$ cat config.mk
export PLATFORM = sky130hd
export DESIGN_NAME = intercept_unit
export DESIGN_NICKNAME = d
export VERILOG_FILES = /design/src/rtl/icpt_pkg.sv /design/src/rtl/icpt_range_sel.sv /design/src/rtl/icpt_decode.sv /design/src/rtl/intercept_unit.sv
export SDC_FILE = /design/constraint.sdc
export NUM_CORES = 1
export LEC_CHECK = 0
export ABC_AREA = 1
export BUFFER_PORTS_ARGS = -buffer_cell sky130_fd_sc_hd__buf_2
export CAP_MARGIN = 25
export CORE_MARGIN = 4
export CORE_UTILIZATION = 40
export DETAILED_ROUTE_END_ITERATION = 12
export SKIP_CTS_REPAIR_TIMING = 1
export SLEW_MARGIN = 10
export SYNTH_ARGS = -nofsm -noshare
export SYNTH_HDL_FRONTEND = slang
export SYNTH_HIERARCHICAL = 1
export SYNTH_SLANG_ARGS = --single-unit
$ cat constraint.sdc
create_clock -name clk -period 4.6 [get_ports clk]
set_input_delay 0.23 -clock clk [delete_from_list [all_inputs] [get_ports clk]]
set_output_delay 0.23 -clock clk [all_outputs]
set_load 0.02 [all_outputs]
$ cat src/rtl/icpt_pkg.sv
package icpt_pkg;
    localparam int CR_RD_BASE = 'h000;
    localparam int CR_WR_BASE = 'h010;
    localparam int DR_RD_BASE = 'h020;
    localparam int DR_WR_BASE = 'h030;
    localparam int EXC_BASE   = 'h040;
    localparam int GEN_BASE   = 'h060;
    localparam int CR_SPAN    = 9;
    localparam int DR_SPAN    = 8;
    localparam int EXC_SPAN   = 32;
    localparam int GEN_SPAN   = 64;
endpackage

$ cat src/rtl/icpt_range_sel.sv
module icpt_range_sel #(
    parameter int CODE_W = 12,
    parameter int BASE   = 0,
    parameter int SPAN   = 8,
    parameter int MASK_W = 16
) (
    input  logic [CODE_W-1:0] code_i,
    input  logic [MASK_W-1:0] mask_i,
    output logic              hit_o
);
    localparam int IDX_W = (MASK_W > 1) ? $clog2(MASK_W) : 1;
    localparam logic [CODE_W-1:0] LO   = CODE_W'(BASE);
    localparam logic [CODE_W-1:0] SPANV = CODE_W'(SPAN);

    logic [CODE_W-1:0] offs;
    logic              in_class;

    // wrap-around subtraction: codes below the base become large and fail the span test
    always_comb begin
        offs     = code_i - LO;
        in_class = (offs < SPANV);
        hit_o    = in_class && mask_i[offs[IDX_W-1:0]];
    end
endmodule

$ cat src/rtl/icpt_decode.sv
module icpt_decode #(
    parameter int CODE_W = 12,
    parameter int GEN_W  = 64,
    parameter int CR_W   = 16,
    parameter int DR_W   = 16,
    parameter int EXC_W  = 32
) (
    input  logic [CODE_W-1:0] code_i,
    input  logic [CR_W-1:0]   cr_rd_i,
    input  logic [CR_W-1:0]   cr_wr_i,
    input  logic [DR_W-1:0]   dr_rd_i,
    input  logic [DR_W-1:0]   dr_wr_i,
    input  logic [EXC_W-1:0]  exc_i,
    input  logic [GEN_W-1:0]  gen_i,
    output logic              hit_o
);
    import icpt_pkg::*;

    localparam int NCLS = 6;
    logic [NCLS-1:0] cls_hit;

    icpt_range_sel #(.CODE_W(CODE_W), .BASE(CR_RD_BASE), .SPAN(CR_SPAN), .MASK_W(CR_W))
        u_cr_rd (.code_i(code_i), .mask_i(cr_rd_i), .hit_o(cls_hit[0]));
    icpt_range_sel #(.CODE_W(CODE_W), .BASE(CR_WR_BASE), .SPAN(CR_SPAN), .MASK_W(CR_W))
        u_cr_wr (.code_i(code_i), .mask_i(cr_wr_i), .hit_o(cls_hit[1]));
    icpt_range_sel #(.CODE_W(CODE_W), .BASE(DR_RD_BASE), .SPAN(DR_SPAN), .MASK_W(DR_W))
        u_dr_rd (.code_i(code_i), .mask_i(dr_rd_i), .hit_o(cls_hit[2]));
    icpt_range_sel #(.CODE_W(CODE_W), .BASE(DR_WR_BASE), .SPAN(DR_SPAN), .MASK_W(DR_W))
        u_dr_wr (.code_i(code_i), .mask_i(dr_wr_i), .hit_o(cls_hit[3]));
    icpt_range_sel #(.CODE_W(CODE_W), .BASE(EXC_BASE), .SPAN(EXC_SPAN), .MASK_W(EXC_W))
        u_exc (.code_i(code_i), .mask_i(exc_i), .hit_o(cls_hit[4]));
    icpt_range_sel #(.CODE_W(CODE_W), .BASE(GEN_BASE), .SPAN(GEN_SPAN), .MASK_W(GEN_W))
        u_gen (.code_i(code_i), .mask_i(gen_i), .hit_o(cls_hit[5]));

    // class ranges do not overlap, so at most one bit can be set
    assign hit_o = |cls_hit;
endmodule

$ cat src/rtl/intercept_unit.sv
module intercept_unit #(
    parameter int CODE_W = 12,
    parameter int INFO_W = 64,
    parameter int GEN_W  = 64,
    parameter int CR_W   = 16,
    parameter int DR_W   = 16,
    parameter int EXC_W  = 32
) (
    input  logic              clk,
    input  logic              rst_n,
    input  logic              enter_i,
    input  logic [GEN_W-1:0]  enter_generic_i,
    input  logic [CR_W-1:0]   enter_cr_rd_i,
    input  logic [CR_W-1:0]   enter_cr_wr_i,
    input  logic [DR_W-1:0]   enter_dr_rd_i,
    input  logic [DR_W-1:0]   enter_dr_wr_i,
    input  logic [EXC_W-1:0]  enter_exc_i,
    input  logic              leave_i,
    input  logic              evt_valid_i,
    input  logic [CODE_W-1:0] evt_code_i,
    input  logic [INFO_W-1:0] evt_param_i,
    output logic              exit_valid_o,
    output logic [CODE_W-1:0] exit_code_o,
    output logic [INFO_W-1:0] exit_info_o
);
    typedef struct packed {
        logic              en;
        logic [GEN_W-1:0]  gen;
        logic [CR_W-1:0]   cr_rd;
        logic [CR_W-1:0]   cr_wr;
        logic [DR_W-1:0]   dr_rd;
        logic [DR_W-1:0]   dr_wr;
        logic [EXC_W-1:0]  exc;
        logic              xv;
        logic [CODE_W-1:0] xcode;
        logic [INFO_W-1:0] xinfo;
    } st_t;

    localparam st_t ST_RESET = '0;

    st_t  st_d, st_q;
    logic mask_hit;
    logic guest_en_q;

    icpt_decode #(
        .CODE_W(CODE_W), .GEN_W(GEN_W), .CR_W(CR_W), .DR_W(DR_W), .EXC_W(EXC_W)
    ) u_dec (
        .code_i (evt_code_i),
        .cr_rd_i(st_q.cr_rd),
        .cr_wr_i(st_q.cr_wr),
        .dr_rd_i(st_q.dr_rd),
        .dr_wr_i(st_q.dr_wr),
        .exc_i  (st_q.exc),
        .gen_i  (st_q.gen),
        .hit_o  (mask_hit)
    );

    always_comb begin
        st_d    = st_q;
        st_d.xv = 1'b0;
        // decision uses the masks held at the start of this cycle
        if (evt_valid_i && st_q.en && mask_hit) begin
            st_d.xv    = 1'b1;
            st_d.xcode = evt_code_i;
            st_d.xinfo = evt_param_i;
        end
        if (leave_i) begin
            st_d.en  = 1'b0;
            st_d.gen = '0;
            st_d.exc = '0;
        end else if (enter_i) begin
            st_d.en    = 1'b1;
            st_d.gen   = enter_generic_i;
            st_d.cr_rd = enter_cr_rd_i;
            st_d.cr_wr = enter_cr_wr_i;
            st_d.dr_rd = enter_dr_rd_i;
            st_d.dr_wr = enter_dr_wr_i;
            st_d.exc   = enter_exc_i;
        end
    end

    always_ff @(posedge clk) begin
        if (!rst_n) st_q <= ST_RESET;
        else        st_q <= st_d;
    end

    assign guest_en_q   = st_q.en;
    assign exit_valid_o = st_q.xv;
    assign exit_code_o  = st_q.xcode;
    assign exit_info_o  = st_q.xinfo;
endmodule

* After elaboration in Yosys (flattened, before gate mapping)
Cells that the tools add are included.
** Word-level totals
- Register bits :: 238
- Input port bits :: 241
- Output and inout port bits :: 77
- Word-level logic and storage cells :: 53
** Operators by class
- $add $sub $neg :: 5
- Magnitude comparators :: 12
- Multiplexer cells :: 13
- Bitwise gates (word level) :: 2
- Reductions and logical operators :: 11
** Operators by type and width (count)
- 77-bit 2-to-1 mux :: 1
- 12-bit by 4-bit less-than comparator with 1-bit output (second input constant) :: 4
- 12-bit by 6-bit subtractor with 12-bit output (second input constant) :: 2
- 12-bit by 7-bit subtractor with 12-bit output (second input constant) :: 2
- 4-bit by 5-bit less-than comparator with 1-bit output (second input constant) :: 4
- 1-bit binary-select mux with 4-bit select :: 4
- 12-bit by 6-bit less-than comparator with 1-bit output (second input constant) :: 1
- 12-bit by 7-bit less-than comparator with 1-bit output (second input constant) :: 1
- 12-bit by 5-bit subtractor with 12-bit output (second input constant) :: 1
- 1-bit logical AND :: 8
- 6-bit by 7-bit less-than comparator with 1-bit output (second input constant) :: 1
- 1-bit binary-select mux with 6-bit select :: 1
- 5-bit by 6-bit less-than comparator with 1-bit output (second input constant) :: 1
- 1-bit 2-to-1 mux :: 6
- 6-bit OR reduction :: 1
- 1-bit binary-select mux with 5-bit select :: 1
- 1-bit inverter :: 2
- 2-bit AND reduction :: 1
- 2-bit OR reduction :: 1

* Depth between registers and ports, before layout
Gate-level depths: netlist of run 1.
- Depth in word-level cells :: 7
- Gate-level depth with buffers :: 18
- Mapped depth without buffers :: 15

* Hierarchy
The synthesis of run 1 kept the hierarchy.
** Modules (own cells, without submodules)
- intercept_unit :: times used 1, cells each 1388, area each 9700.6 µm², seq. area each 4764.6 µm²
- icpt_range_sel (u_dec.u_gen) :: times used 1, cells each 153, area each 740.7 µm², seq. area each 0.0 µm²
- icpt_range_sel (u_dec.u_exc) :: times used 1, cells each 76, area each 370.4 µm², seq. area each 0.0 µm²
- icpt_range_sel (u_dec.u_dr_rd) :: times used 1, cells each 38, area each 165.2 µm², seq. area each 0.0 µm²
- icpt_range_sel (u_dec.u_cr_wr) :: times used 1, cells each 29, area each 127.6 µm², seq. area each 0.0 µm²
- icpt_range_sel (u_dec.u_cr_rd) :: times used 1, cells each 26, area each 117.6 µm², seq. area each 0.0 µm²
- icpt_range_sel (u_dec.u_dr_wr) :: times used 1, cells each 27, area each 117.6 µm², seq. area each 0.0 µm²
- icpt_decode :: times used 1, cells each 4, area each 16.3 µm², seq. area each 0.0 µm²

* Least setup slack after synthesis of run 1
OpenSTA, ideal clock, no wires.
- Path type :: input -> register
- From :: input port evt_code_i[1]
- To :: register st_q, in the netlist exit_code_o[0]
- Library setup time :: 0.064 ns
- Arrival :: 1.876 ns
- Required time :: 4.536 ns
- Slack :: 2.660 ns
- Stages on the path :: 17
- Path buffers :: 4
- Path through :: buf_4 -> inv_2 -> buf_6 -> nand3_1 -> nand3_1 -> nand3_1 -> nand3_1 -> nand2_1 -> nor2_1 -> nor2_1 -> nor2_1 -> nand3_1 -> nand3_1 -> buf_2 -> buf_2 -> nor2_1 -> nor2_1
** On the way
- Longest elaborated chain between the ends :: 6
- Elaborated cells on any way between the ends :: 31
- Classes of those cells :: 5 x add/sub; 6 x order compare; 12 x mux; 8 x reduce/logical
** RTL lines
- from (decl) :: RTL line intercept_unit.sv:20 : input logic [CODE_W-1:0] evt_code_i,
- 12-bit by 7-bit subtractor with 12-bit output (*) :: RTL line icpt_range_sel.sv:20 : offs = code_i - LO;
- 1-bit binary-select mux with 6-bit select :: RTL line icpt_range_sel.sv:22 : hit_o = in_class && mask_i[offs[IDX_W-1:0]];
- 1-bit 2-to-1 mux (not written as such) :: RTL line icpt_range_sel.sv:22
- 1-bit logical AND (*) :: RTL line icpt_range_sel.sv:22
- net u_dec.cls_hit[5] :: RTL line icpt_decode.sv:20 : logic [NCLS-1:0] cls_hit;
- 6-bit OR reduction (*) :: RTL line icpt_decode.sv:36 : assign hit_o = |cls_hit;
- net mask_hit :: RTL line intercept_unit.sv:42 : logic mask_hit;
- 1-bit logical AND (*) :: RTL line intercept_unit.sv:62 : if (evt_valid_i && st_q.en && mask_hit) begin
- to (signal assigned) :: RTL line intercept_unit.sv:84 : else st_q <= st_d;
- to (decl) :: RTL line intercept_unit.sv:41 : st_t st_d, st_q;
The timed path passes the listed nets; every way through them passes the cells marked *. The select of a mux whose other input is x is not followed.
A chain may end at the register's enable or synchronous reset.

* Worst setup path in the final report of run 1
- From :: input port evt_code_i[0]
- To :: register st_q, in the netlist exit_info_o[55]
The elaborated chain is that of the path after synthesis.

==> impl_summary.txt, run 1 <==
----------------------------------------------------
[Outcome]
  Result of the run ... complete, but fails checks
  Violated checks ... hold timing

[Timing]
  Setup-violating endpoint count in the final report ... 0
  Maximum clock rate ... 0.348 GHz
  Unrepaired setup endpoints after global routing ... no
  Largest clock skew in the final design ... 29.7 ps
  Crit share post-route ... 62.5%
  Setup TNS Final ... 0 ps
  Worst Tran Pin Value ... 992 ps
  Count of final max-slew check failures ... 0
  Final hold slack ... -23.5 ps
  Slew HR ... 33.9%
  Final Critical Period ... 2870 ps
  Count of final hold-check violations ... 11

[Clocking]
  Clk Tree Root Cell ... sky130_fd_sc_hd__clkbuf_16
  Max H-tree Level ... 1
  CTS tree ... built
  Total clock buffers created by CTS ... 23
  Number of sinks handled by clock tree synthesis ... 208
  Clock network latency to the later pin of the worst-skew pair ... 520 ps
  Reg clk slew, reported paths ... 60 ps
  Clock buffer depth ... 3

[Pwr]
  Power per standard cell area ... 312 nW/um^2
  Leakage power figure ... 6.61 nW
  IR drop worst, VDD ... 0.197 mV

[Floorplanning]
  CORE AREA ... 25100 um^2
  Overall die area ... 28100 um^2
  Number of top-level pins ... 318
  Number of standard-cell rows in the floorplan ... 58
  Y dimension of the die ... 168 um
  Die W ... 168 um
  Initial core utilization ... 40.6%

[Cells and area]
  NumNets Final ... 2107
  Share of cells above drive strength 1 ... 20.3%
  Area of all placed cells without fillers ... 13300 um^2
  ANT cells ... 0
  Area Overhead vs Synth ... 30.3%

[Drt]
  Post-Route M1 WL ... 12700 um
  Final Routed Wirelength ... 28800 um
  Drt wl/cell ... 13.1 um
  Count of antenna-violating nets left after detailed routing ... 0
  First-pass DRT Iterations ... 5
  Drt initial violations ... 600
  Top routing layer in use ... met5
  Met3 wirelength from detailed routing ... 1640 um
  Residual DRC ... 0
  Via-per-instance ratio ... 4.50
  Met2 wirelength from detailed routing ... 13300 um
  Vias ... 9950

[Setup path]
  Crit path largest cell delay ... 500 ps
  Start-to-end type of the worst setup path ... in -> reg
  Worst Setup Start Kind ... primary input
  Cell family with most CP delay ... simple AND/OR/NAND/NOR gates
  Most Frequent Cell on Critical Path ... sky130_fd_sc_hd__nor2_1
  Slowest cell on the critical path ... sky130_fd_sc_hd__buf_2
  Critical path peak fanout ... 51
  Total buffers and inverters traversed by the critical path ... 3
  Required @ worst endpoint ... 4980 ps
  Crit path DAT ... 3260 ps
  Chain of cells forming the critical path ... buf_2 > inv_6 > nand2_1 > nand3_1 > nand3_1 > nand3_1 > nand2_1 > nor2_1 > nor2_1 > nor2_1 > nor2_1 > nand3_1 > nand3_4 > buf_4 > nand2_1 > nand2_1 > nor2_1
  Endpoint type of the worst setup path ... register

[Synthesis]
  Synthesized area ... 10200 um^2
  Synthesized netlist net count ... 1803
  Warnings from Yosys ... 6
  Synthesized area divided by synthesized cell count ... 6.53 um^2
  Number of instances in the synthesized netlist ... 1560

[GRT]
  First-pass GRT wire length ... 43200 um
  GRT Util Overall ... 18.1%
  Remaining Overflow, GRT ... 0
  Antenna violations before repair ... 2
  Via count of the first global-routing pass ... 8818
  Pin count of the biggest net entering global routing ... 98

[Run]
  Max capacitance violation total ... 0

[Placed design]
  RD Place Congestion ... 0.823
  Post-detailed-placement cell area ... 11100 um^2
  PortBufs ... 287
  HPWL after detailed placement ... 18000 um

[Worst hold path]
  Hold Path Class ... in -> reg

----------------------------------------------------
where the power goes:
part	switching, mW	total, mW	internal [mW]	leakage (nW)
registers	0.0239	1.87	1.85	1.69
logic	0.255	0.485	0.230	4.57
clock network	0.729	1.79	1.06	0.354
per-stage QoR:
step	total power, mW	util [%]	hold WS, ps	instances	worst slack [ps]
final	4.14	52.8	-23.5	2209	1730
after global routing	4.33	52.8	0.167	2209	1350
after global placement	2.29	44.1	451	2022	1220
after CTS	4.10	47.0	-75.2	2062	1740
after detailed placement	2.30	44.1	452	2022	1220
after floorplan	2.15	-	365	1560	2660
layout by cell type, fill, tap and decap left out, drive strengths merged:
| cell type | count |
|---|---|
| nand2 | 566 |
| buf | 300 |
| nor2 | 246 |
| dfxtp | 208 |
| dlygate4sd3 | 147 |
| inv | 144 |
| nand3 | 112 |
| a21oi | 101 |
| clkbuf | 35 |
| nor4 | 3 |
| nand3b | 3 |
| nor3 | 3 |
| clkinv | 2 |
| ha | 2 |
| or2 | 1 |
| bufinv | 1 |
| clkinvlp | 1 |
| nand4 | 1 |
| a31oi | 1 |
| xor2 | 1 |
| o211ai | 1 |
routing by layer:
layer  vias up  global-route usage (%)
li1       5249                       -
met1      4321                    23.5
met2       296                    30.1
met3        80                    3.52
met4         4                    6.70
met5         -                       0
state kept, by name, indices dropped and copies added, names as in the netlist:
name	cells
exit_valid_o	1
exit_info_o	64
exit_code_o	12
st_q	130
guest_en_q	1
worst paths after layout:
kind / cells after the start / slack [ps] / end / from
worst max-delay path: 17 / 1730 / exit_info_o[55]$_SDFFE_PN0P_ / evt_code_i[0]
worst min-delay path: 3 / -20 / st_q[97]$_SDFFE_PP0P_ / enter_exc_i[20]
worst max register to register: 15 / 1960 / exit_info_o[55]$_SDFFE_PN0P_ / st_q[208]$_SDFFE_PP0P_
worst min register to register: 2 / 460 / st_q[231]$_SDFFE_PP0P_ / st_q[231]$_SDFFE_PP0P_
worst reg2reg max path, stage by stage (launching register included):
cell                      delay [ps]
sky130_fd_sc_hd__dfxtp_1         320
sky130_fd_sc_hd__nand2_1          60
sky130_fd_sc_hd__nand3_1          80
sky130_fd_sc_hd__nand3_1         140
sky130_fd_sc_hd__nand3_1          90
sky130_fd_sc_hd__nand2_1         100
sky130_fd_sc_hd__nor2_1           50
sky130_fd_sc_hd__nor2_1          170
sky130_fd_sc_hd__nor2_1           80
sky130_fd_sc_hd__nor2_1          180
sky130_fd_sc_hd__nand3_1         160
sky130_fd_sc_hd__nand3_4         460
sky130_fd_sc_hd__buf_4           420
sky130_fd_sc_hd__nand2_1         100
sky130_fd_sc_hd__nand2_1          60
sky130_fd_sc_hd__nor2_1           40
area by class of cell:
class	instances	area, um^2
fill	2538	11800
multi-input combinational	1041	4390
sequential	208	4160
timing repair buffer	447	3020
clock buffer	35	671
inverter	143	549
tap	330	413
clock inverter	5	56.3
Power figures use the tool's default switching activity.
==> inputs of run 2 (changes only) <==
--- a/config.mk
+++ b/config.mk
@@ -11,6 +11,7 @@
 export CORE_MARGIN = 4
 export CORE_UTILIZATION = 40
 export DETAILED_ROUTE_END_ITERATION = 12
+export PLACE_DENSITY = 0.66
 export SKIP_CTS_REPAIR_TIMING = 1
 export SLEW_MARGIN = 10
 export SYNTH_ARGS = -nofsm -noshare
==> constraint.sdc (replaced) <==
create_clock -name clk -period 2.35 [get_ports clk]
set_input_delay 0.1175 -clock clk [delete_from_list [all_inputs] [get_ports clk]]
set_output_delay 0.1175 -clock clk [all_outputs]
set_load 0.02 [all_outputs]
==> run 2 against run 1 <==
  * The flow still finishes with violations (hold timing)
  * Worst setup slack got worse by 1500 ps
  * Clock power rose by 97%
  * Register-to-register slack got worse by 1700 ps
  * Global-route usage fell by 0.096 points
  * Design area rose by 6.0%
  * First-iteration DRC count rose by 23%
  * Critical path depth fell by 3
  * Critical path type unchanged
  * Critical endpoint is now exit_info_o[54]$_SDFFE_PN0P_
  * Largest cell class unchanged
==> impl_summary.txt, run 2 (synthesized netlist as in run 1, its figures left out) <==
----------------------------------------------------
[Timing]
  Final Critical Period ... 2120 ps
  Final hold slack ... -8.09 ps
  Count of final hold-check violations ... 2
  Crit share post-route ... 90.3%
  Unrepaired setup endpoints after global routing ... no
  Worst Tran Pin Value ... 979 ps
  Maximum clock rate ... 0.471 GHz
  Slew HR ... 34.7%
  Setup-violating endpoint count in the final report ... 0
  Largest clock skew in the final design ... 9.22 ps
  Count of final max-slew check failures ... 0
  Final worst setup slack ... 228 ps

[Clocking]
  CTS tree ... built
  Reg clk slew, reported paths ... 60 ps
  Clock network latency to the later pin of the worst-skew pair ... 510 ps
  Max H-tree Level ... 1
  Total clock buffers created by CTS ... 24
  Clock buffer depth ... 3
  Clk Tree Root Cell ... sky130_fd_sc_hd__clkbuf_16
  Number of sinks handled by clock tree synthesis ... 208

[Run]
  Max capacitance violation total ... 0

[Floorplanning]
  Y dimension of the die ... 168 um
  Number of top-level pins ... 318
  Number of standard-cell rows in the floorplan ... 58
  Die W ... 168 um
  Overall die area ... 28100 um^2
  CORE AREA ... 25100 um^2
  Initial core utilization ... 40.6%

[Worst hold path]
  Hold Path Class ... in -> reg

[Cells and area]
  Highest-count cells in the layout ignoring fill and taps ... sky130_fd_sc_hd__nand2_1, sky130_fd_sc_hd__buf_2, sky130_fd_sc_hd__nor2_1, sky130_fd_sc_hd__dfxtp_1, sky130_fd_sc_hd__dlygate4sd3_1
  Area Overhead vs Synth ... 38.1%
  Max reg flops ... 130
  Register with the most flip-flops ... st_q
  Most common library cell in the layout ignoring fill and taps ... sky130_fd_sc_hd__nand2_1
  Area of all placed cells without fillers ... 14100 um^2
  Number of standard cells in the layout, taps in and fillers out ... 2286
  Share of cells above drive strength 1 ... 20.8%
  NumNets Final ... 2183

[Placed design]
  PortBufs ... 287
  Worst setup slack before clock tree synthesis ... -63.4 ps
  Placed Instances ... 2043
  HPWL after detailed placement ... 19000 um
  Post-detailed-placement cell area ... 11300 um^2
  RD Place Congestion ... 0.797

[Drt]
  Drt wl/cell ... 13.3 um
  Via-per-instance ratio ... 4.57
  Residual DRC ... 0
  First-pass DRT Iterations ... 5
  Drt initial violations ... 736
  Vias ... 10.5k
  Final Routed Wirelength ... 30500 um
  Count of antenna-violating nets left after detailed routing ... 0

[Pwr]
  IR drop worst, VDD ... 0.421 mV
  Leakage power figure ... 6.97 nW
  Power per standard cell area ... 586 nW/um^2

[GRT]
  Antenna violations before repair ... 0
  Remaining Overflow, GRT ... 0
  Via count of the first global-routing pass ... 8870
  GRT Util Overall ... 18.1%
  First-pass GRT wire length ... 43100 um
  Pin count of the biggest net entering global routing ... 98

[Setup path]
  Register-to-register setup slack ... 260 ps
  Critical path peak fanout ... 12
  Crit path DAT ... 2560 ps
  Reg2Reg Capture Point ... exit_info_o[46]$_SDFFE_PN0P_
  Endpoint type of the worst setup path ... register
  First element of the critical path ... evt_code_i[11]
  Worst Setup Start Kind ... primary input
  Cells on worst reg2reg path ... 15
  Worst setup path end ... exit_info_o[54]$_SDFFE_PN0P_
  Required @ worst endpoint ... 2790 ps
  Reg-to-Reg Start ... st_q[200]$_SDFFE_PP0P_
  Start-to-end type of the worst setup path ... in -> reg

[Outcome]
  Violated checks ... hold timing
  Result of the run ... complete, but fails checks

----------------------------------------------------
run 2: cell types whose count changed in the layout (fill, tap and decap cells not counted), sizes merged:
cell	previous run	this run
buf	300	322
dlygate4sd3	147	199
diode	0	1
nand3	112	113
clkbuf	35	37
bufinv	1	0
run 2: worst min path at each step:
stage	from	endpoint	slack (ps)	cells after the start
floorplan	evt_code_i[0]	exit_code_o[0]$_SDFFE_PN0P_	250	2
finish	evt_code_i[7]	exit_code_o[7]$_SDFFE_PN0P_	-8	3
global placement	evt_param_i[25]	exit_info_o[25]$_SDFFE_PN0P_	340	3
CTS	evt_param_i[38]	exit_info_o[38]$_SDFFE_PN0P_	-190	3
global route	leave_i	st_q[141]$_SDFFE_PN0P_	30	4
detailed placement	evt_param_i[28]	exit_info_o[28]$_SDFFE_PN0P_	340	3
run 2: final cells by class:
class	instances	area (um^2)
Multi-Input combinational cell	1042	4420
Inverter	143	549
Tap cell	330	413
Antenna cell	1	2.50
Clock buffer	37	711
Timing Repair Buffer	521	3780
Fill cell	2312	11000
Clock inverter	4	26.3
Sequential cell	208	4160
run 2: per-stage QoR:
stage | hold slack [ps] | TNS, ps | total power [mW] | utilization (%)
2_1_floorplan | 252 | 0 | 4.21 | -
3_3_place_gp | 337 | 0 | 4.52 | 45.0
6_report | -8.09 | 0 | 8.25 | 56.0
5_1_grt | 31.0 | 0 | 8.61 | 56.0
4_1_cts | -192 | 0 | 8.07 | 47.9
3_5_place_dp | 345 | -1950 | 4.53 | 45.0
run 2: worst max-delay path, stage by stage:
cell and delay (ps):
sky130_fd_sc_hd__dlygate4sd3_1 530, sky130_fd_sc_hd__buf_2 180, sky130_fd_sc_hd__nor4_1 310, sky130_fd_sc_hd__o211ai_1 130, sky130_fd_sc_hd__a21oi_1 210, sky130_fd_sc_hd__nand2_1 80, sky130_fd_sc_hd__nor2_1 130, sky130_fd_sc_hd__nor2_1 100
sky130_fd_sc_hd__nand3_2 150, sky130_fd_sc_hd__nand3_4 150, sky130_fd_sc_hd__buf_4 220, sky130_fd_sc_hd__nand2_1 70, sky130_fd_sc_hd__nand2_1 50, sky130_fd_sc_hd__nor2_1 120
run 2: per-layer routing:
metal	wire length (um)	vias to the layer above	global-route usage, %
li1	-	5404	-
met1	12900	4611	23.1
met2	14400	336	30.2
met3	1780	99	3.97
met4	1390	0	6.18
met5	0	-	0
run 2: report_power, final:
part	internal [mW]	switching, mW
registers	3.62	0.0492
clock network	2.07	1.45
logic	0.533	0.525
==> inputs of run 3 (changes only) <==
--- a/config.mk
+++ b/config.mk
@@ -11,6 +11,7 @@
 export CORE_MARGIN = 4
 export CORE_UTILIZATION = 40
 export DETAILED_ROUTE_END_ITERATION = 12
+export GPL_TIMING_DRIVEN = 0
 export PLACE_DENSITY = 0.66
 export SKIP_CTS_REPAIR_TIMING = 1
 export SLEW_MARGIN = 10
==> run 3 against run 2 <==
  * The run now ends clean
  * First-iteration DRC count is 1.9% lower
  * Worst hold slack better by 32 ps
  * Worst setup slack worse by 62 ps
  * Largest cell class is now buffers
  * Largest power group unchanged
==> impl_summary.txt, run 3 (synthesized netlist as in run 1, its figures left out) <==
----------------------------------------------------
[Outcome]
  Result of the run ... complete, no violations

[Drt]
  Via-per-instance ratio ... 4.58
  Count of antenna-violating nets left after detailed routing ... 0
  Drt initial violations ... 722
  First-pass DRT Iterations ... 5
  Vias ... 11.1k
  Final Routed Wirelength ... 32700 um
  Residual DRC ... 0
  Drt wl/cell ... 13.5 um

[Floorplanning]
  Initial core utilization ... 40.6%
  Number of standard-cell rows in the floorplan ... 58
  Number of top-level pins ... 318
  Overall die area ... 28100 um^2
  CORE AREA ... 25100 um^2
  Die W ... 168 um
  Y dimension of the die ... 168 um

[Setup path]
  Endpoint type of the worst setup path ... register
  Crit path DAT ... 2580 ps
  Worst Setup Start Kind ... register
  Critical path peak fanout ... 10
  Crit path largest cell delay ... 330 ps
  Reg2Reg Capture Point ... exit_info_o[6]$_SDFFE_PN0P_
  Required @ worst endpoint ... 2750 ps
  Chain of cells forming the critical path ... nand2_1 > nand3_1 > nand3_1 > nand3_1 > nand3_1 > nand3_1 > nand2_1 > nor2_1 > nor2_1 > nand3_2 > nand3_4 > buf_6 > clkbuf_4 > nor2_1 > nor2_1
  Start-to-end type of the worst setup path ... reg -> reg
  Slowest cell on the critical path ... sky130_fd_sc_hd__dfxtp_1
  Most Frequent Cell on Critical Path ... sky130_fd_sc_hd__nand3_1
  Reg-to-Reg Start ... st_q[200]$_SDFFE_PP0P_
  Register-to-register setup slack ... 170 ps
  Cells on worst reg2reg path ... 15

[Cells and area]
  ANT cells ... 0
  Highest-count cells in the layout ignoring fill and taps ... sky130_fd_sc_hd__nand2_1, sky130_fd_sc_hd__buf_2, sky130_fd_sc_hd__nor2_1, sky130_fd_sc_hd__dfxtp_1, sky130_fd_sc_hd__dlygate4sd3_1
  Register with the most flip-flops ... st_q
  Layout fillers ... 2338
  Most common library cell in the layout ignoring fill and taps ... sky130_fd_sc_hd__nand2_1
  Area Overhead vs Synth ... 46.6%
  NumNets Final ... 2317
  Number of standard cells in the layout, taps in and fillers out ... 2422
  Max reg flops ... 130
  Share of cells above drive strength 1 ... 24.4%

[GRT]
  GRT Util Overall ... 20.0%
  First-pass GRT wire length ... 47100 um
  Met1 track utilization from global routing ... 25.3%
  GRT Max-Usage Layer ... met2
  Antenna violations before repair ... 0
  Met2 routing resource usage after global routing ... 34.5%
  GR Layer Usage met3 ... 3.87%
  Remaining Overflow, GRT ... 0
  Pin count of the biggest net entering global routing ... 25
  Via count of the first global-routing pass ... 9701

[Timing]
  Final hold slack ... 23.7 ps
  Largest clock skew in the final design ... 16.6 ps
  Setup-violating endpoint count in the final report ... 0
  Crit share post-route ... 92.9%
  Worst Tran Pin Value ... 543 ps
  Unrepaired setup endpoints after global routing ... yes
  Count of final hold-check violations ... 0
  Final Critical Period ... 2180 ps
  Maximum clock rate ... 0.458 GHz
  Slew HR ... 63.8%
  Count of final max-slew check failures ... 0

[Pwr]
  IR drop worst, VDD ... 0.437 mV
  Power per standard cell area ... 566 nW/um^2
  Leakage power figure ... 7.56 nW

[Worst hold path]
  Min-delay src ... evt_code_i[4]
  Hold Path Class ... in -> reg
  Worst hold path stage count ... 3
  Worst hold endpoint ... exit_code_o[4]$_SDFFE_PN0P_

[Run]
  Max capacitance violation total ... 0

[Placed design]
  HPWL after detailed placement ... 21700 um
  Placed Instances ... 2175
  PortBufs ... 285
  RD Place Congestion ... 0.818

[Clocking]
  Clk Tree Root Cell ... sky130_fd_sc_hd__clkbuf_16
  Clock buffer depth ... 3
  Reg clk slew, reported paths ... 60 ps
  Max H-tree Level ... 1
  Number of sinks handled by clock tree synthesis ... 208
  CTS tree ... built
  Total clock buffers created by CTS ... 24
  Clock network latency to the later pin of the worst-skew pair ... 520 ps

----------------------------------------------------
==> run 3: cell count changes in the layout (fill, tap and decap cells not counted), moves of 3 or more <==
cell / before / now
sky130_fd_sc_hd__buf_1: 0 / 7
sky130_fd_sc_hd__buf_12: 7 / 2
sky130_fd_sc_hd__buf_2: 286 / 303
sky130_fd_sc_hd__buf_4: 29 / 88
sky130_fd_sc_hd__buf_6: 0 / 12
sky130_fd_sc_hd__clkbuf_1: 8 / 30
sky130_fd_sc_hd__clkbuf_2: 0 / 3
sky130_fd_sc_hd__clkbuf_4: 0 / 13
sky130_fd_sc_hd__clkinv_2: 2 / 6
==> run 3: metal layers <==
layer / wire length, um / vias to the layer above
met5: 0 / -
met2: 15800 / 373
met1: 13600 / 4937
met3: 2110 / 84
met4: 1230 / 0
li1: - / 5690
==> run 3: cell type report <==
type / instances / area (um^2) / area share, %
Multi-Input combinational cell: 1041 / 4390 / 29.4
Sequential cell: 208 / 4160 / 27.9
Timing Repair Buffer: 488 / 3480 / 23.3
Buffer: 168 / 1140 / 7.66
Clock buffer: 35 / 702 / 4.70
Inverter: 143 / 549 / 3.68
Tap cell: 330 / 413 / 2.77
Clock inverter: 9 / 83.8 / 0.562
==> run 3: per-stage QoR <==
stage	worst slack [ps]	setup TNS (ps)	instance area, um^2	util [%]	total power [mW]
5_1_grt	-13.8	-14.0	14900	59.5	8.79
4_1_cts	-386	-25300	12800	51.0	8.27
3_3_place_gp	-885	-65180	12000	47.9	4.56
6_report	166	0	14900	59.5	8.45
2_1_floorplan	522	0	10200	-	4.21
3_5_place_dp	-900	-66430	12000	47.9	4.56
==> run 3: critical path: cells and delay by family (launching register included) <==
family / cells / cell delay [ps]
and+or+nand+nor: 13 / 1320
buffers and inverters: 2 / 380
DFF: 1 / 330
==> run 3: worst max-delay path by stage <==
stage | from | to | slack [ps] | depth (start not counted)
after floorplan | evt_code_i[1] | exit_code_o[0]$_SDFFE_PN0P_ | 520 | 17
after global placement | evt_code_i[1] | exit_code_o[0]$_SDFFE_PN0P_ | -890 | 17
after detailed placement | evt_code_i[0] | exit_code_o[9]$_SDFFE_PN0P_ | -900 | 18
after CTS | evt_code_i[0] | exit_info_o[6]$_SDFFE_PN0P_ | -390 | 18
after global routing | st_q[195]$_SDFFE_PP0P_ | exit_info_o[6]$_SDFFE_PN0P_ | -10 | 15
final | st_q[200]$_SDFFE_PP0P_ | exit_info_o[6]$_SDFFE_PN0P_ | 170 | 15
==> run 3: where the power goes <==
part	switching [mW]	internal [mW]	leakage, nW
sequential	0.0491	3.62	1.69
combinational	0.548	0.556	5.48
clock	1.49	2.18	0.389
